File: src/rtl/pwm_stat_pkg.sv
package pwm_stat_pkg;

  // Status word bit positions that software decodes
  localparam int STAT_W     = 16;
  localparam int EVT_LSB    = 12;
  localparam int LIVE_LSB   = 8;
  localparam int B_TRGSET   = 7;
  localparam int B_TRGCLR   = 6;
  localparam int B_CAP      = 5;
  localparam int B_UPDPEND  = 4;
  localparam int B_UPDREQ   = 3;
  localparam int B_STEER    = 2;
  localparam int B_HALF     = 1;
  localparam int B_TRIG     = 0;
  localparam int NUM_EVT    = 4;

  // Strobes from the bus decoder into the datapath
  typedef struct packed {
    logic                statWr;   // any write to the status address
    logic                trigSet;
    logic                trigClr;
    logic                capReq;
    logic                capClr;
    logic                updReq;
    logic [NUM_EVT-1:0]  evtKeep;  // 0 in a bit clears that event flag
  } ctrlStrobe_t;

endpackage

File: src/rtl/pwm_stat_ctrl.sv
module pwm_stat_ctrl
  import pwm_stat_pkg::*;
#(
  parameter int ADDR_W    = 4,
  parameter int STAT_ADDR = 0
) (
  input  logic               clk,
  input  logic               rstN,
  input  logic               sel,
  input  logic               wrEn,
  input  logic [ADDR_W-1:0]  addr,
  input  logic [STAT_W-1:0]  wrData,
  output ctrlStrobe_t        strobe,
  output logic               startReq,
  output logic               stopReq
);

  localparam logic [ADDR_W-1:0] STAT_SEL = ADDR_W'(STAT_ADDR);

  logic statHit;

  assign statHit = sel && wrEn && (addr == STAT_SEL);

  always_comb begin
    strobe          = '0;
    strobe.statWr   = statHit;
    strobe.trigClr  = statHit && wrData[B_TRGCLR];
    strobe.trigSet  = statHit && wrData[B_TRGSET] && !wrData[B_TRGCLR];
    strobe.capReq   = statHit && wrData[B_CAP];
    strobe.capClr   = statHit && !wrData[B_CAP];
    strobe.updReq   = statHit && wrData[B_UPDREQ];
    strobe.evtKeep  = wrData[EVT_LSB +: NUM_EVT];
  end

  // Command pulses to the generator, one cycle after the write
  always_ff @(posedge clk) begin
    if (!rstN) begin
      startReq <= 1'b0;
      stopReq  <= 1'b0;
    end else begin
      startReq <= strobe.trigSet;
      stopReq  <= strobe.trigClr;
    end
  end

endmodule

File: src/rtl/pwm_stat_dp.sv
module pwm_stat_dp
  import pwm_stat_pkg::*;
#(
  parameter int TB_W = 16
) (
  input  logic                clk,
  input  logic                rstN,
  input  ctrlStrobe_t         strobe,
  input  logic                enable,
  input  logic [NUM_EVT-1:0]  evtIn,      // [3]=sync [2]=fault [1]=clim [0]=ffwd
  input  logic                cycleEnd,
  input  logic                pushPull,
  input  logic                centerMode,
  input  logic                halfIn,
  input  logic [TB_W-1:0]     timeBase,
  output logic [STAT_W-1:0]   statWord,
  output logic [TB_W-1:0]     capValue,
  output logic                loadStrobe,
  output logic                dataLock
);

  logic [NUM_EVT-1:0] evtQ;
  logic [NUM_EVT-1:0] inPrev;
  logic               enPrev;
  logic               trigQ;
  logic               capQ;
  logic               capPend;
  logic               updQ;
  logic               steerQ;
  logic               halfQ;

  always_ff @(posedge clk) begin
    if (!rstN) begin
      inPrev <= '0;
      enPrev <= 1'b0;
    end else begin
      inPrev <= evtIn;
      enPrev <= enable;
    end
  end

  // One sticky flag per input
  for (genvar i = 0; i < NUM_EVT; i++) begin : g_evt
    logic riseHit;
    assign riseHit = enable && evtIn[i] && (!inPrev[i] || !enPrev);
    always_ff @(posedge clk) begin
      if (!rstN)
        evtQ[i] <= 1'b0;
      else if (riseHit)
        evtQ[i] <= 1'b1;
      else if (strobe.statWr && !strobe.evtKeep[i])
        evtQ[i] <= 1'b0;
    end
  end

  // Trigger state: stop has priority
  always_ff @(posedge clk) begin
    if (!rstN)
      trigQ <= 1'b0;
    else if (strobe.trigClr)
      trigQ <= 1'b0;
    else if (strobe.trigSet)
      trigQ <= 1'b1;
  end

  // Capture handshake
  always_ff @(posedge clk) begin
    if (!rstN) begin
      capQ     <= 1'b0;
      capPend  <= 1'b0;
      capValue <= '0;
    end else begin
      if (capPend) begin
        capPend  <= 1'b0;
        capQ     <= 1'b1;
        capValue <= timeBase;
      end else begin
        if (strobe.capReq && !capQ)
          capPend <= 1'b1;
        if (strobe.capClr)
          capQ <= 1'b0;
      end
    end
  end

  // Update request / pending / load
  always_ff @(posedge clk) begin
    if (!rstN) begin
      updQ       <= 1'b0;
      loadStrobe <= 1'b0;
    end else begin
      loadStrobe <= updQ && cycleEnd;
      if (updQ && cycleEnd)
        updQ <= 1'b0;
      else if (strobe.updReq)
        updQ <= 1'b1;
    end
  end

  // Push-pull steering and half-cycle
  always_ff @(posedge clk) begin
    if (!rstN) begin
      steerQ <= 1'b0;
      halfQ  <= 1'b0;
    end else begin
      if (!pushPull)
        steerQ <= 1'b0;
      else if (cycleEnd)
        steerQ <= !steerQ;
      halfQ <= centerMode && halfIn;
    end
  end

  assign dataLock = updQ;

  always_comb begin
    statWord                          = '0;
    statWord[EVT_LSB +: NUM_EVT]      = evtQ;
    statWord[LIVE_LSB +: NUM_EVT]     = evtIn;
    statWord[B_CAP]                   = capQ;
    statWord[B_UPDPEND]               = updQ;
    statWord[B_STEER]                 = steerQ;
    statWord[B_HALF]                  = halfQ;
    statWord[B_TRIG]                  = trigQ;
  end

endmodule

File: src/rtl/pwm_stat_reg.sv
module pwm_stat_reg
  import pwm_stat_pkg::*;
#(
  parameter int ADDR_W    = 4,
  parameter int STAT_ADDR = 0,
  parameter int CAP_ADDR  = 1,
  parameter int TB_W      = 16
) (
  input  logic               clk,
  input  logic               rstN,
  input  logic               sel,
  input  logic               wrEn,
  input  logic [ADDR_W-1:0]  addr,
  input  logic [15:0]        wrData,
  output logic [15:0]        rdData,
  input  logic               enable,
  input  logic               syncIn,
  input  logic               faultIn,
  input  logic               climIn,
  input  logic               ffwdIn,
  input  logic               cycleEnd,
  input  logic               pushPull,
  input  logic               centerMode,
  input  logic               halfIn,
  input  logic [TB_W-1:0]    timeBase,
  output logic               startReq,
  output logic               stopReq,
  output logic               loadStrobe,
  output logic               dataLock,
  output logic [TB_W-1:0]    capValue
);

  localparam logic [ADDR_W-1:0] CAP_SEL = ADDR_W'(CAP_ADDR);

  ctrlStrobe_t       strobe;
  logic [STAT_W-1:0] statWord;

  pwm_stat_ctrl #(
    .ADDR_W    (ADDR_W),
    .STAT_ADDR (STAT_ADDR)
  ) u_ctrl (
    .clk      (clk),
    .rstN     (rstN),
    .sel      (sel),
    .wrEn     (wrEn),
    .addr     (addr),
    .wrData   (wrData),
    .strobe   (strobe),
    .startReq (startReq),
    .stopReq  (stopReq)
  );

  pwm_stat_dp #(
    .TB_W (TB_W)
  ) u_dp (
    .clk        (clk),
    .rstN       (rstN),
    .strobe     (strobe),
    .enable     (enable),
    .evtIn      ({syncIn, faultIn, climIn, ffwdIn}),
    .cycleEnd   (cycleEnd),
    .pushPull   (pushPull),
    .centerMode (centerMode),
    .halfIn     (halfIn),
    .timeBase   (timeBase),
    .statWord   (statWord),
    .capValue   (capValue),
    .loadStrobe (loadStrobe),
    .dataLock   (dataLock)
  );

  always_comb begin
    rdData = '0;
    if (addr == CAP_SEL)
      rdData[TB_W-1:0] = capValue;
    else
      rdData = statWord;
  end

endmodule

File: config.mk
export PLATFORM = sky130hd
export DESIGN_NAME = pwm_stat_reg
export DESIGN_NICKNAME = d
export VERILOG_FILES = /design/src/rtl/pwm_stat_pkg.sv /design/src/rtl/pwm_stat_ctrl.sv /design/src/rtl/pwm_stat_dp.sv /design/src/rtl/pwm_stat_reg.sv
export SDC_FILE = /design/constraint.sdc
export NUM_CORES = 1
export LEC_CHECK = 0
export CORE_ASPECT_RATIO = 0.5
export CORE_UTILIZATION = 39
export DETAILED_ROUTE_END_ITERATION = 10
export GPL_ROUTABILITY_DRIVEN = 0
export MAX_ROUTING_LAYER = met4
export PLACE_DENSITY_LB_ADDON = 0.15
export SLEW_MARGIN = 0
export SYNTH_ARGS = -nofsm -noshare
export SYNTH_HDL_FRONTEND = slang
export SYNTH_HIERARCHICAL = 1
export SYNTH_SLANG_ARGS = --single-unit
File: constraint.sdc
create_clock -name clk -period 1.61 [get_ports clk]
set_input_delay 0.2415 -clock clk [delete_from_list [all_inputs] [get_ports clk]]
set_output_delay 0.2415 -clock clk [all_outputs]
set_load 0.05 [all_outputs]
==> impl_metrics.py <==
metrics = {
    "outcome": {
        "status": "finished, violations left",
        "violations": "negative setup slack",
    },
    "logic_synthesis": {
        "synth_most_common_cell": "dfxtp_1",
        "ys_seq_area_share_pct": 41.0,
        "synth-async-reset-ratio_pct": 0,
        "synthCells": 160,
        "synth_cell_type_count": 26,
        "synth_commonest_cells": "dfxtp_1, buf_4, mux2i_1, nor2b_1, mux2_2",
        "synth_top_cell_by_area": "dfxtp_1",
        "synth.avg_cell_area_um2": 10.4,
        "synth_edf_count": 0,
        "ys.flop_type": "dfxtp_1",
        "synth-seq-cells": 34,
        "synth_top_area_share_pct": 41.0,
        "ys_warn_count": 6,
        "netlist_area_um2": 1660,
        "synthTopCellsByArea": "dfxtp_1, mux2_2, mux2i_1",
    },
    "setup_path": {
        "critical_path_class": "input port to primary output",
        "r2r_slack_ns": 0.62,
        "critPathLaunchType": "input port",
        "end_kind": "primary output",
        "required_ns": 1.37,
        "worstPathArrival_ns": 1.41,
        "critical_path.max_fanout": 7,
    },
    "finish": {
        "fillers": 349,
        "utilization_pct": 65.0,
        "n_antenna_cell": 0,
        "nets": 281,
        "syn_to_final_growth_pct": 56.0,
        "drive_gt1_share_pct": 33.3,
    },
    "global_routing": {
        "track_usage_pct": 17.2,
        "busiest_layer": "met2",
        "grt_max_degree": 20,
        "grt_util_met2_pct": 27.7,
        "grt_pass1_wl_um": 5510,
        "grt_pass1_vias": 1193,
        "grt_overflow": 0,
        "antenna_found_initial": 0,
        "grtUsageMet3_pct": 5.30,
        "grt_use_met1_pct": 21.7,
    },
    "die": {
        "die_area_um2": 4530,
        "initial_utilization_pct": 41.6,
        "die_y_um": 48.1,
        "num_rows": 16,
        "core_um2": 3980,
        "ios": 85,
        "die_w_um": 94.2,
    },
    "power": {
        "p_total_mw": 1.85,
        "powerDensity_nw_per_um2": 715,
        "p_leak_nw": 1.06,
        "ir_worst_vdd_mv": 0.411,
    },
    "timing": {
        "fmax_mhz": 607,
        "fin_skew_ns": 0.00449,
        "period_needed_ns": 1.65,
        "setup_tns_ns": -0.196,
        "whs_ns": 0.444,
        "min_period_over_period_pct": 102,
        "fin_ws_ns": -0.0373,
        "grt_setup_unrepaired": "true",
        "finalSetupViolations": 6,
        "hold_viol": 0,
        "drv_slew": 0,
    },
    "detailed_routing": {
        "wl_um": 3710,
        "wl_per_cell_um": 13.0,
        "drc": 0,
        "drt_iter0_drc": 33,
        "vias_per_cell": 4.54,
        "dr.pass1.iters": 2,
        "ant_nets": 0,
        "vias": 1294,
    },
    "clocking": {
        "ctsHoldBuffers": 0,
        "insertion_delay_ns": 0.27,
        "cts_root_buffer": "clkbuf_8",
        "cts_max_level": 2,
        "cts_tree": "yes",
        "clock-sinks": 34,
        "cts.clk_slew.worst_paths_ns": 0.06,
        "cts_buffer_depth": 2,
        "cts-buffers-inserted": 5,
    },
    "worst_hold_path": {
        "hold_class": "input port to register",
    },
    "placed_design": {
        "io_buffers": 76,
        "dpl.hpwl_um": 2630,
        "dp_slack_ns": -0.430,
    },
    "job": {
        "cap_violations": 0,
    },
}
[cell type report]
type                    instances  area [um2]  area share [%]
clock buffers                   6        82.6            3.19
inverters                       6        22.5           0.870
well taps                      54        67.6            2.61
multi-input cells              97         826            31.9
repair buffers                 88         910            35.1
flip-flops and latches         34         681            26.3
[power breakdown]
| part | switching [mW] | internal (mW) |
|---|---|---|
| Clock | 0.282 | 0.330 |
| Sequential | 0.00784 | 0.859 |
| Combinational | 0.162 | 0.211 |
[stage by stage]
stage          area, um2  cells
2_1_floorplan       1670    162
6_report            2590    285
3_5_place_dp        2330    277
4_1_cts             2600    285
5_1_grt             2590    285
3_3_place_gp        2330    277
[worst max-delay path, cell delays in order]
cell	delay, ns
buf_6	0.10
nor4b_4	0.27
buf_4	0.16
clkbuf_16	0.16
mux2_4	0.31
buf_8	0.15
[registers in the layout, indices dropped and copies added, names as in the netlist]
| name | count |
|---|---|
| u_dp/capPend | 1 |
| u_dp/capValue | 16 |
| u_ctrl/startReq | 1 |
| u_dp/enPrev | 1 |
| u_dp/loadStrobe | 1 |
| u_dp/statWord | 4 |
| u_dp/dataLock | 1 |
| u_dp/inPrev | 4 |
| u_dp/capQ | 1 |
| u_ctrl/stopReq | 1 |
| u_dp/halfQ | 1 |
| u_dp/trigQ | 1 |
| u_dp/steerQ | 1 |
[logic make-up after synthesis]
group	after synthesis	share of synthesized area, %
muxes	33	21.1
AOI/OAI and AO/OA	9	3.47
xor gates and xnor gates	1	0.528
other	1	0.226
buffers and inverters	31	13.3
DFF	34	41.0
and+or+nand+nor	51	20.4
[cells in the final DEF, fill, tap and decap left out, types with 4 or more instances in the layout]
master            n
clkdlybuf4s50_1  36
dfxtp_1          34
buf_4            30
mux2i_1          17
nor2b_1          17
mux2_4           16
buf_8            13
nand2_1           7
clkbuf_8          6
nor3_1            6
inv_1             6
and2_1            6
nand3_1           4
o21ai_0           4
a21boi_0          4
[what timing repair did]
action,4_1_cts,5_1_grt
gates resized for setup,58,3
setup buffers,1,1
cloned,1,0
pin swaps,1,1
endpoints found under the setup margin,16,16
[routing by layer]
layer  up-vias  share of wire, %
met1       597                47
met5         -                 0
met3         2               6.0
li1        655                 -
met2        40                47
met4         0              0.27
[worst paths after layout]
check | end | cells after the start | start
worst min-delay path | u_ctrl/stopReq | 4 | addr[3]
worst max-delay path | rdData[8] | 6 | addr[3]
worst max register to register | u_dp/capValue[9] | 3 | u_dp/capPend
worst min register to register | u_dp/capPend | 1 | u_dp/capQ
No activity file was read; power rests on OpenSTA's default activity.
